--- config.mk ---
export PLATFORM = sky130hd
export DESIGN_NAME = pwm_bank
export DESIGN_NICKNAME = d
export VERILOG_FILES = /design/src/rtl/pwm_bank_pkg.sv /design/src/rtl/pwm_chan_regs.sv /design/src/rtl/pwm_chan_core.sv /design/src/rtl/pwm_bank.sv
export SDC_FILE = /design/constraint.sdc
export NUM_CORES = 2
export LEC_CHECK = 0
export BUFFER_PORTS_ARGS = -buffer_cell sky130_fd_sc_hd__buf_2
export CAP_MARGIN = 20
export CORE_ASPECT_RATIO = 2
export CORE_MARGIN = 1
export CORE_UTILIZATION = 64
export DETAILED_ROUTE_END_ITERATION = 12
export PLACE_DENSITY = 0.91
export RECOVER_POWER = 50
export SYNTH_ARGS = -nofsm -noshare
export SYNTH_HDL_FRONTEND = slang
export SYNTH_SLANG_ARGS = --single-unit
--- constraint.sdc ---
create_clock -name clk -period 4.52 [get_ports clk]
set_input_delay 0.226 -clock clk [delete_from_list [all_inputs] [get_ports clk]]
set_output_delay 0.226 -clock clk [all_outputs]
set_load 0.005 [all_outputs]
--- src/rtl/pwm_bank_pkg.sv ---
package pwm_bank_pkg;

   // Byte offsets inside one channel window
   localparam int unsigned OFS_CTRL   = 0;
   localparam int unsigned OFS_PERIOD = 8;
   localparam int unsigned OFS_FIRST  = 12;

   // Control word bit positions
   localparam int unsigned BIT_RUN  = 0;
   localparam int unsigned BIT_UPD  = 2;
   localparam int unsigned BIT_CONT = 5;
   localparam int unsigned BIT_LVL  = 8;

   typedef enum logic [1:0] {
      SEL_NONE   = 2'd0,
      SEL_CTRL   = 2'd1,
      SEL_PERIOD = 2'd2,
      SEL_FIRST  = 2'd3
   } reg_sel_e;

   function automatic reg_sel_e decode_ofs(input int unsigned ofs);
      reg_sel_e s;
      case (ofs)
         OFS_CTRL:   s = SEL_CTRL;
         OFS_PERIOD: s = SEL_PERIOD;
         OFS_FIRST:  s = SEL_FIRST;
         default:    s = SEL_NONE;
      endcase
      return s;
   endfunction

endpackage

--- src/rtl/pwm_chan_regs.sv ---
module pwm_chan_regs
   import pwm_bank_pkg::*;
#(
   parameter int CNT_W  = 32,
   parameter int DATA_W = 32
) (
   input  logic              clk,
   input  logic              rst_n,
   input  logic              wr_en,
   input  reg_sel_e          sel,
   input  logic [DATA_W-1:0] wdata,
   input  logic              wrap,
   output logic              run,
   output logic              pend,
   output logic [CNT_W-1:0]  act_period,
   output logic [CNT_W-1:0]  act_first,
   output logic              act_lvl,
   output logic [DATA_W-1:0] rd_data
);

   logic             run_q, pend_q, sh_lvl_q, sh_cont_q, act_lvl_q;
   logic [CNT_W-1:0] sh_per_q, sh_first_q, act_per_q, act_first_q;

   logic             ctrl_wr, set_upd, start, want, load;
   logic             lvl_n, cont_n;
   logic [CNT_W-1:0] per_n, first_n;

   always_comb begin
      ctrl_wr = wr_en && (sel == SEL_CTRL);
      set_upd = ctrl_wr && wdata[BIT_UPD];
      start   = ctrl_wr && wdata[BIT_RUN] && !run_q;
      per_n   = (wr_en && sel == SEL_PERIOD) ? wdata[CNT_W-1:0] : sh_per_q;
      first_n = (wr_en && sel == SEL_FIRST)  ? wdata[CNT_W-1:0] : sh_first_q;
      lvl_n   = ctrl_wr ? wdata[BIT_LVL]  : sh_lvl_q;
      cont_n  = ctrl_wr ? wdata[BIT_CONT] : sh_cont_q;
      want    = pend_q || set_upd;
      // transfer on a launch edge or on the edge that closes a period
      load    = want && (start || wrap);
   end

   always_ff @(posedge clk or negedge rst_n) begin
      if (!rst_n) begin
         run_q       <= 1'b0;
         pend_q      <= 1'b0;
         sh_lvl_q    <= 1'b0;
         sh_cont_q   <= 1'b0;
         sh_per_q    <= '0;
         sh_first_q  <= '0;
         act_per_q   <= '0;
         act_first_q <= '0;
         act_lvl_q   <= 1'b0;
      end else begin
         if (ctrl_wr) run_q <= wdata[BIT_RUN];
         sh_per_q   <= per_n;
         sh_first_q <= first_n;
         sh_lvl_q   <= lvl_n;
         sh_cont_q  <= cont_n;
         pend_q     <= want && !load;
         if (load) begin
            act_per_q   <= per_n;
            act_first_q <= first_n;
            act_lvl_q   <= lvl_n;
         end
      end
   end

   always_comb begin
      rd_data = '0;
      case (sel)
         SEL_CTRL: begin
            rd_data[BIT_RUN]  = run_q;
            rd_data[BIT_UPD]  = pend_q;
            rd_data[BIT_CONT] = sh_cont_q;
            rd_data[BIT_LVL]  = sh_lvl_q;
         end
         SEL_PERIOD: rd_data = DATA_W'(sh_per_q);
         SEL_FIRST:  rd_data = DATA_W'(sh_first_q);
         default:    rd_data = '0;
      endcase
   end

   assign run        = run_q;
   assign pend       = pend_q;
   assign act_period = act_per_q;
   assign act_first  = act_first_q;
   assign act_lvl    = act_lvl_q;

endmodule

--- src/rtl/pwm_chan_core.sv ---
module pwm_chan_core #(
   parameter int CNT_W    = 32,
   parameter bit SYNC_OUT = 1'b0
) (
   input  logic             clk,
   input  logic             rst_n,
   input  logic             run,
   input  logic [CNT_W-1:0] period,
   input  logic [CNT_W-1:0] first,
   input  logic             lvl,
   output logic             wrap,
   output logic             pwm
);

   logic [CNT_W-1:0] cnt_q;
   logic [CNT_W:0]   cnt_p1;
   logic             last, level;

   always_comb begin
      cnt_p1 = {1'b0, cnt_q} + (CNT_W+1)'(1);
      last   = cnt_p1 >= {1'b0, period};
      wrap   = run && last;
      if (period == '0 || first == '0) level = 1'b0;
      else if (cnt_q < first)          level = lvl;
      else                             level = !lvl;
   end

   always_ff @(posedge clk or negedge rst_n) begin
      if (!rst_n)              cnt_q <= '0;
      else if (!run || last)   cnt_q <= '0;
      else                     cnt_q <= cnt_p1[CNT_W-1:0];
   end

   generate
      if (SYNC_OUT) begin : g_sync
         logic pwm_q;
         always_ff @(posedge clk or negedge rst_n) begin
            if (!rst_n) pwm_q <= 1'b0;
            else        pwm_q <= run && level;
         end
         assign pwm = pwm_q;
      end else begin : g_comb
         assign pwm = run && level;
      end
   endgenerate

endmodule

--- src/rtl/pwm_bank.sv ---
module pwm_bank
   import pwm_bank_pkg::*;
#(
   parameter int NUM_CH    = 6,
   parameter int CNT_W     = 32,
   parameter int DATA_W    = 32,
   parameter int ADDR_W    = 8,
   parameter int WIN_BYTES = 32,
   parameter bit SYNC_OUT  = 1'b0
) (
   input  logic              clk,
   input  logic              rst_n,
   input  logic [ADDR_W-1:0] bus_addr,
   input  logic              bus_wr,
   input  logic [DATA_W-1:0] bus_wdata,
   output logic [DATA_W-1:0] bus_rdata,
   output logic [NUM_CH-1:0] pwm_out
);

   localparam int WIN_LSB = $clog2(WIN_BYTES);
   localparam int IDX_W   = ADDR_W - WIN_LSB;

   generate
      if (NUM_CH < 1 || NUM_CH > (1 << IDX_W)) begin : g_bad_ch
         $error("pwm_bank: NUM_CH does not fit the address space");
      end
      if (CNT_W > DATA_W || DATA_W <= BIT_LVL) begin : g_bad_w
         $error("pwm_bank: data width too narrow");
      end
      if (WIN_BYTES <= OFS_FIRST || (1 << WIN_LSB) != WIN_BYTES) begin : g_bad_win
         $error("pwm_bank: window must be a power of two above the last offset");
      end
   endgenerate

   logic [IDX_W-1:0]   bus_idx;
   logic [WIN_LSB-1:0] bus_ofs;
   reg_sel_e           bus_sel;
   logic [NUM_CH-1:0]  ch_hit, ch_run, ch_pend, ch_wrap;
   logic [DATA_W-1:0]  ch_rd [NUM_CH];

   assign bus_idx = bus_addr[ADDR_W-1:WIN_LSB];
   assign bus_ofs = bus_addr[WIN_LSB-1:0];
   assign bus_sel = decode_ofs(int'(bus_ofs));

   for (genvar i = 0; i < NUM_CH; i++) begin : g_ch
      logic [CNT_W-1:0] a_per, a_first;
      logic             a_lvl;

      assign ch_hit[i] = (bus_idx == IDX_W'(i));

      pwm_chan_regs #(.CNT_W(CNT_W), .DATA_W(DATA_W)) u_regs (
         .clk       (clk),
         .rst_n     (rst_n),
         .wr_en     (bus_wr && ch_hit[i]),
         .sel       (bus_sel),
         .wdata     (bus_wdata),
         .wrap      (ch_wrap[i]),
         .run       (ch_run[i]),
         .pend      (ch_pend[i]),
         .act_period(a_per),
         .act_first (a_first),
         .act_lvl   (a_lvl),
         .rd_data   (ch_rd[i])
      );

      pwm_chan_core #(.CNT_W(CNT_W), .SYNC_OUT(SYNC_OUT)) u_core (
         .clk   (clk),
         .rst_n (rst_n),
         .run   (ch_run[i]),
         .period(a_per),
         .first (a_first),
         .lvl   (a_lvl),
         .wrap  (ch_wrap[i]),
         .pwm   (pwm_out[i])
      );
   end

   always_comb begin
      bus_rdata = '0;
      for (int i = 0; i < NUM_CH; i++) begin
         if (ch_hit[i]) bus_rdata = ch_rd[i];
      end
   end

endmodule

Word-level counts from Yosys, hierarchy flattened
Index checks and enable logic that the tools add are counted.
- bits in registers: 990
- input bits: 43
- output and inout port bits: 38
- add/sub/neg operators: 6
- magnitude comparators: 12
- equality and inequality tests: 10
- multiplexer cells: 91
- reduce and logical (&&, ||, !) cells: 122
- operators with widths (cell ; number):
    32-bit 2-to-1 mux ; 24
    32-bit zero test ; 12
    23-bit one-hot mux with 2 select lines ; 6
    32-bit by 1-bit adder with 33-bit output (second input constant) ; 6
    33-bit by 32-bit greater-or-equal comparator with 1-bit output ; 6
    32-bit less-than comparator ; 6
    1-bit one-hot mux with 3 select lines ; 24
    1-bit logical AND ; 66
    2-bit one-hot mux with 2 select lines ; 12
    1-bit logical OR ; 24
    1-bit zero test ; 18
    1-bit 2-to-1 mux ; 18
    1-bit one-hot mux with 2 select lines ; 6
    5-bit by 4-bit == test with 1-bit output (second input constant) ; 2
    3-bit by 2-bit == test with 1-bit output (second input constant) ; 2
    3-bit == test (second input constant) ; 2
    2-bit one-hot mux with 3 select lines ; 1
    5-bit zero test ; 1
    2-bit == test (second input constant) ; 2
    3-bit by 1-bit == test with 1-bit output (second input constant) ; 1
    3-bit zero test ; 1
    2-bit by 1-bit == test with 1-bit output (second input constant) ; 1

Longest topological paths before layout
- depth in word-level cells: 10
- depth in mapped cells: 17
- depth with buffers taken out: 15

Hierarchy
From an unflattened synthesis, not the netlist that was laid out.
- cell total of the unflattened synthesis: 4854
- area total of the unflattened synthesis: 57711.6 µm²
- by module, submodules not included (module ; instances ; cells an instance ; area each (µm²)):
    pwm_chan_regs ; 6 ; 360 ; 5760.5
    pwm_chan_core (g_ch[0].u_core ...) ; 4 ; 412 ; 3520.9
    pwm_chan_core (g_ch[3].u_core ...) ; 2 ; 405 ; 3513.4
    pwm_bank ; 1 ; 236 ; 2038.2

Worst setup path before layout
OpenSTA, ideal clock, no wires.
- path type: reg-to-reg
- start point: register g_ch[0].u_core.cnt_q[2]
- end point: register g_ch[0].u_regs.act_first_q[10]
- library setup time: 77 ps
- data arrival time: 3919 ps
- required time: 4443 ps
- slack: 524 ps
- cell stages (with the launch flop): 17
- buffers on the path: 3
- cells stage by stage: dfrtp_1 > and3_1 > and4_1 > clkbuf_1 > nand4_1 > or3_1 > nor2_1 > xnor2_1 > ha_1 > nand3_1 > or4_1 > or4b_1 > o211ai_1 > o311ai_2 > buf_2 > buf_2 > a21oi_1
- word-level cells in the longest chain between the ends: 5
- RTL lines (element ; RTL line ; source):
    from (decl) ; pwm_chan_core.sv:15 ; logic [CNT_W-1:0] cnt_q;
    from (signal assigned) ; pwm_chan_core.sv:31 ; else cnt_q <= cnt_p1[CNT_W-1:0];
    32-bit by 1-bit adder with 33-bit output ; pwm_chan_core.sv:20 ; cnt_p1 = {1'b0, cnt_q} + (CNT_W+1)'(1);
    33-bit by 32-bit greater-or-equal comparator with 1-bit output ; pwm_chan_core.sv:21 ; last = cnt_p1 >= {1'b0, period};
    1-bit logical AND ; pwm_chan_core.sv:22 ; wrap = run && last;
    1-bit logical OR ; pwm_chan_regs.sv:38 ; load = want && (start || wrap);
    1-bit logical AND ; pwm_chan_regs.sv:38 ;
    to (signal assigned) ; pwm_chan_regs.sv:61 ; act_first_q <= first_n;
    to (decl) ; pwm_chan_regs.sv:22 ; logic [CNT_W-1:0] sh_per_q, sh_first_q, act_per_q, act_first_q;
No other way between the ends.
A chain may end at the register's enable or synchronous reset.

Worst setup path after layout
- start point: register g_ch[4].u_core.cnt_q[5]
- end point: register g_ch[4].u_regs.act_per_q[6]
- word-level cells in the longest chain between the ends: 5
- RTL lines (element ; RTL line ; source):
    from (decl) ; pwm_chan_core.sv:15 ;
    from (signal assigned) ; pwm_chan_core.sv:31 ;
    32-bit by 1-bit adder with 33-bit output ; pwm_chan_core.sv:20 ;
    33-bit by 32-bit greater-or-equal comparator with 1-bit output ; pwm_chan_core.sv:21 ;
    1-bit logical AND ; pwm_chan_core.sv:22 ;
    1-bit logical OR ; pwm_chan_regs.sv:38 ;
    1-bit logical AND ; pwm_chan_regs.sv:38 ;
    to (signal assigned) ; pwm_chan_regs.sv:60 ; act_per_q <= per_n;
    to (decl) ; pwm_chan_regs.sv:22 ;
No other way between the ends.

==> results.py <==
metrics = {
    "finish": {
        "drive_gt1_frac": 0.223,
        "area_delta_synth_final_pct": 9.22,
        "n_fill_cell": 5332,
        "fin_nets": 5151,
    },
    "timing": {
        "holdWs_ns": 0.197,
        "final.setup.worst_slack_ns": 0.147,
        "layout_min_cycle_time_ns": 4.37,
        "hold_violations": 0,
        "slew_violations": 292,
        "fin_skew_ns": 0.0333,
        "tightest_slew_ns": 2.88,
        "rsz0062_at_grt": "yes",
        "period_share": 0.967,
        "setup_violations": 0,
        "slew_headroom": -0.917,
        "max_freq_mhz": 229,
    },
    "drt": {
        "drt_iter0_drc": 5131,
        "wl_mm": 184,
        "vias_per_cell": 7.13,
        "firstDrtPassIters": 9,
        "drc": 0,
        "ant_nets": 0,
        "post_drt_wl_per_cell_um": 31.4,
        "vias": 41700,
    },
    "run": {
        "max_cap_violations": 4,
    },
    "cts": {
        "cts_buffer_depth": 3,
        "cts_buffers": 84,
        "htree_levels": 3,
        "clk_latency_ns": 0.71,
        "clock_sinks": 990,
        "root_buffer": "clkbuf_16",
        "cts_tree": "yes",
        "clk_pin_slew_worst_paths_ns": 0.07,
    },
    "floorplan": {
        "core-area_um2": 81500,
        "die_h_um": 408,
        "die-area_um2": 83500,
        "dieWidth_um": 205,
        "start_util": 0.647,
        "rows": 148,
        "ios": 81,
    },
    "logic_synthesis": {
        "synth_cell_types": 75,
        "synthMuxAreaShare": 0.160,
        "synth_seq_area_share": 0.470,
        "synth_top_area_share": 0.470,
        "synth-xor-area-share": 0.0299,
        "avgSynthCellArea_um2": 11.3,
        "netlist_area_um2": 52700,
        "synthCells": 4656,
        "yosysTopAreaCell": "dfrtp_1",
        "synth_top_family_by_area": "multiplexers",
        "synth.most_common_cell": "dfrtp_1",
        "synth_compound_area_frac": 0.0871,
        "synth_ff_type": "dfrtp_1",
        "ys_ff_latch": 990,
        "synth_area_leaders": "dfrtp_1 (47%), mux2_2 (14%), ha_1 (9.1%), inv_1 (2.8%), xnor2_1 (2.1%)",
        "synth_common_cells": "dfrtp_1 (990), mux2_2 (634), inv_1 (399), ha_1 (384), a21oi_1 (180)",
        "syn-num-nets": 5083,
        "yosys.area_share.simple": 0.112,
        "synth-edff-count": 0,
        "async_reset_ff_frac": 1.00,
        "synthAdderAreaFrac": 0.0912,
        "yosysWarnings": 0,
    },
    "placed_design": {
        "pre_cts_ws_ns": 0.0915,
        "routabilityCongestion": 0.997,
        "port_buffers": 80,
        "dp_hpwl_mm": 124,
    },
    "power_and_ir_drop": {
        "ir_worst_vdd_v": 0.000270,
        "p_leak_nw": 27.9,
        "total_power_w": 0.0179,
        "power_density_nw_per_um2": 311,
    },
    "worst_setup_path": {
        "crit_fanout": 17,
        "ff2ff_path_depth": 14,
        "startpoint_type": "flip-flop",
        "arrival_ns": 4.94,
        "crit_required_ns": 5.09,
        "worstSetupPathType": "reg -> reg",
        "endpoint_kind": "flip-flop",
    },
    "hold_path": {
        "hold_class": "in -> reg",
        "hold_depth": 2,
    },
    "grt": {
        "grt_pass1_vias": 42900,
        "grt_pass1_wl_mm": 267,
        "antenna_found_initial": 30,
        "grt.overflow.total": 0,
        "grt_max_degree": 117,
        "grt_usage": 0.443,
    },
    "run_status": {
        "violations": "capacitance limit, slew limit",
        "status": "complete, but fails checks",
    },
}
## per-layer routing
metal  GRT usage  wire [um]
met1       0.456      55600
met2       0.697      85700
met3       0.143      20000
met4       0.426      22200
met5      0.0119        267
## critical path: stages, from the launching register on
cell and delay (ns):
dfrtp_1 0.45, nand4_2 0.22, nor4_1 0.34, buf_4 0.21, nand4_1 0.12, xnor2_1 0.23, ha_1 0.30, and4_1 0.24
and4_1 0.21, a221oi_2 0.41, o211ai_1 0.31, a311o_2 0.49, and3_4 0.23, buf_12 0.18, mux2_4 0.30
## cells by family after synthesis
kind of cell,after synthesis
and+or+nand+nor,1069
muxes,732
AOI/OAI and AO/OA,686
buffers and inverters,615
adders and majority gates,384
DFF,990
xor gates and xnor gates,180
## through the flow
step	utilization	setup TNS (ns)	cell area, um2	cells
floorplan	-	0	52700	4656
global placement	0.669	0	54500	5676
detailed placement	0.669	0	54500	5676
CTS	0.703	0	57300	5824
global route	0.706	-1.71	57500	5836
finish	0.706	0	57500	5856
## cell type report
type	count	area [um2]	area share
Multi-Input combinational cell	3051	25500	0.443
Sequential cell	990	24800	0.431
Clock buffer	110	2360	0.0410
Timing Repair Buffer	198	1640	0.0286
Inverter	399	1500	0.0260
Tap cell	1050	1310	0.0228
Clock inverter	37	430	0.00748
Antenna cell	21	52.6	0.000913
## path summary, 6_finish.rpt
check | from | to | slack [ns]
worst max register to register | g_ch[4].u_core.cnt_q[5] | g_ch[4].u_regs.act_period[6] | 0.15
worst min-delay path | bus_wdata[18] | g_ch[3].u_regs.sh_first_q[18] | 0.20
min in group asynchronous | rst_n | g_ch[0].u_core.cnt_q[13] | 0.94
worst min register to register | g_ch[1].u_regs.sh_lvl_q | g_ch[1].u_regs.sh_lvl_q | 0.51
worst max-delay path | g_ch[4].u_core.cnt_q[5] | g_ch[4].u_regs.act_period[6] | 0.15
max in group asynchronous | rst_n | g_ch[5].u_core.cnt_q[2] | 0.64
## registers in the layout, indices dropped and copies added, names as in the netlist
signal and count:
g_ch.u_core.cnt_q 192, g_ch.u_regs.sh_first_q 192, g_ch.u_regs.run 6, g_ch.u_regs.act_first 192, g_ch.u_regs.act_lvl 6, g_ch.u_regs.sh_cont_q 6, g_ch.u_regs.sh_per_q 192, g_ch.u_regs.sh_lvl_q 6
g_ch.u_regs.pend 6, g_ch.u_regs.act_period 192
## cell usage in the layout (no fill, tap or decap), drive strengths merged, types with 46 or more instances in the layout
cell,count
xnor2,125
a21oi,180
o22ai,86
nand4,114
a22oi,132
a221oi,47
nor4,121
clkbuf,126
nand3,116
nor2,169
inv,405
xor2,55
and2,73
nor3,65
nand2,146
nor2b,128
ha,384
o21ai,79
and3,46
buf,181
dfrtp,990
mux2,730
## power breakdown
group	total, W	leakage, nW	switching [W]	internal (W)
sequential	0.00922	13.4	0.000150	0.00907
clock	0.00764	1.36	0.00353	0.00411
combinational	0.00104	13.1	0.000748	0.000288
## timing repair
item | 4_1_cts | 5_1_grt
hold buffers | 1 | 0
hold endpoints to repair | 82 | 0
gates resized for setup | 0 | 26
endpoints found under the setup margin | 0 | 410
buffers inserted | 0 | 6
No activity file was read; power rests on OpenSTA's default activity.
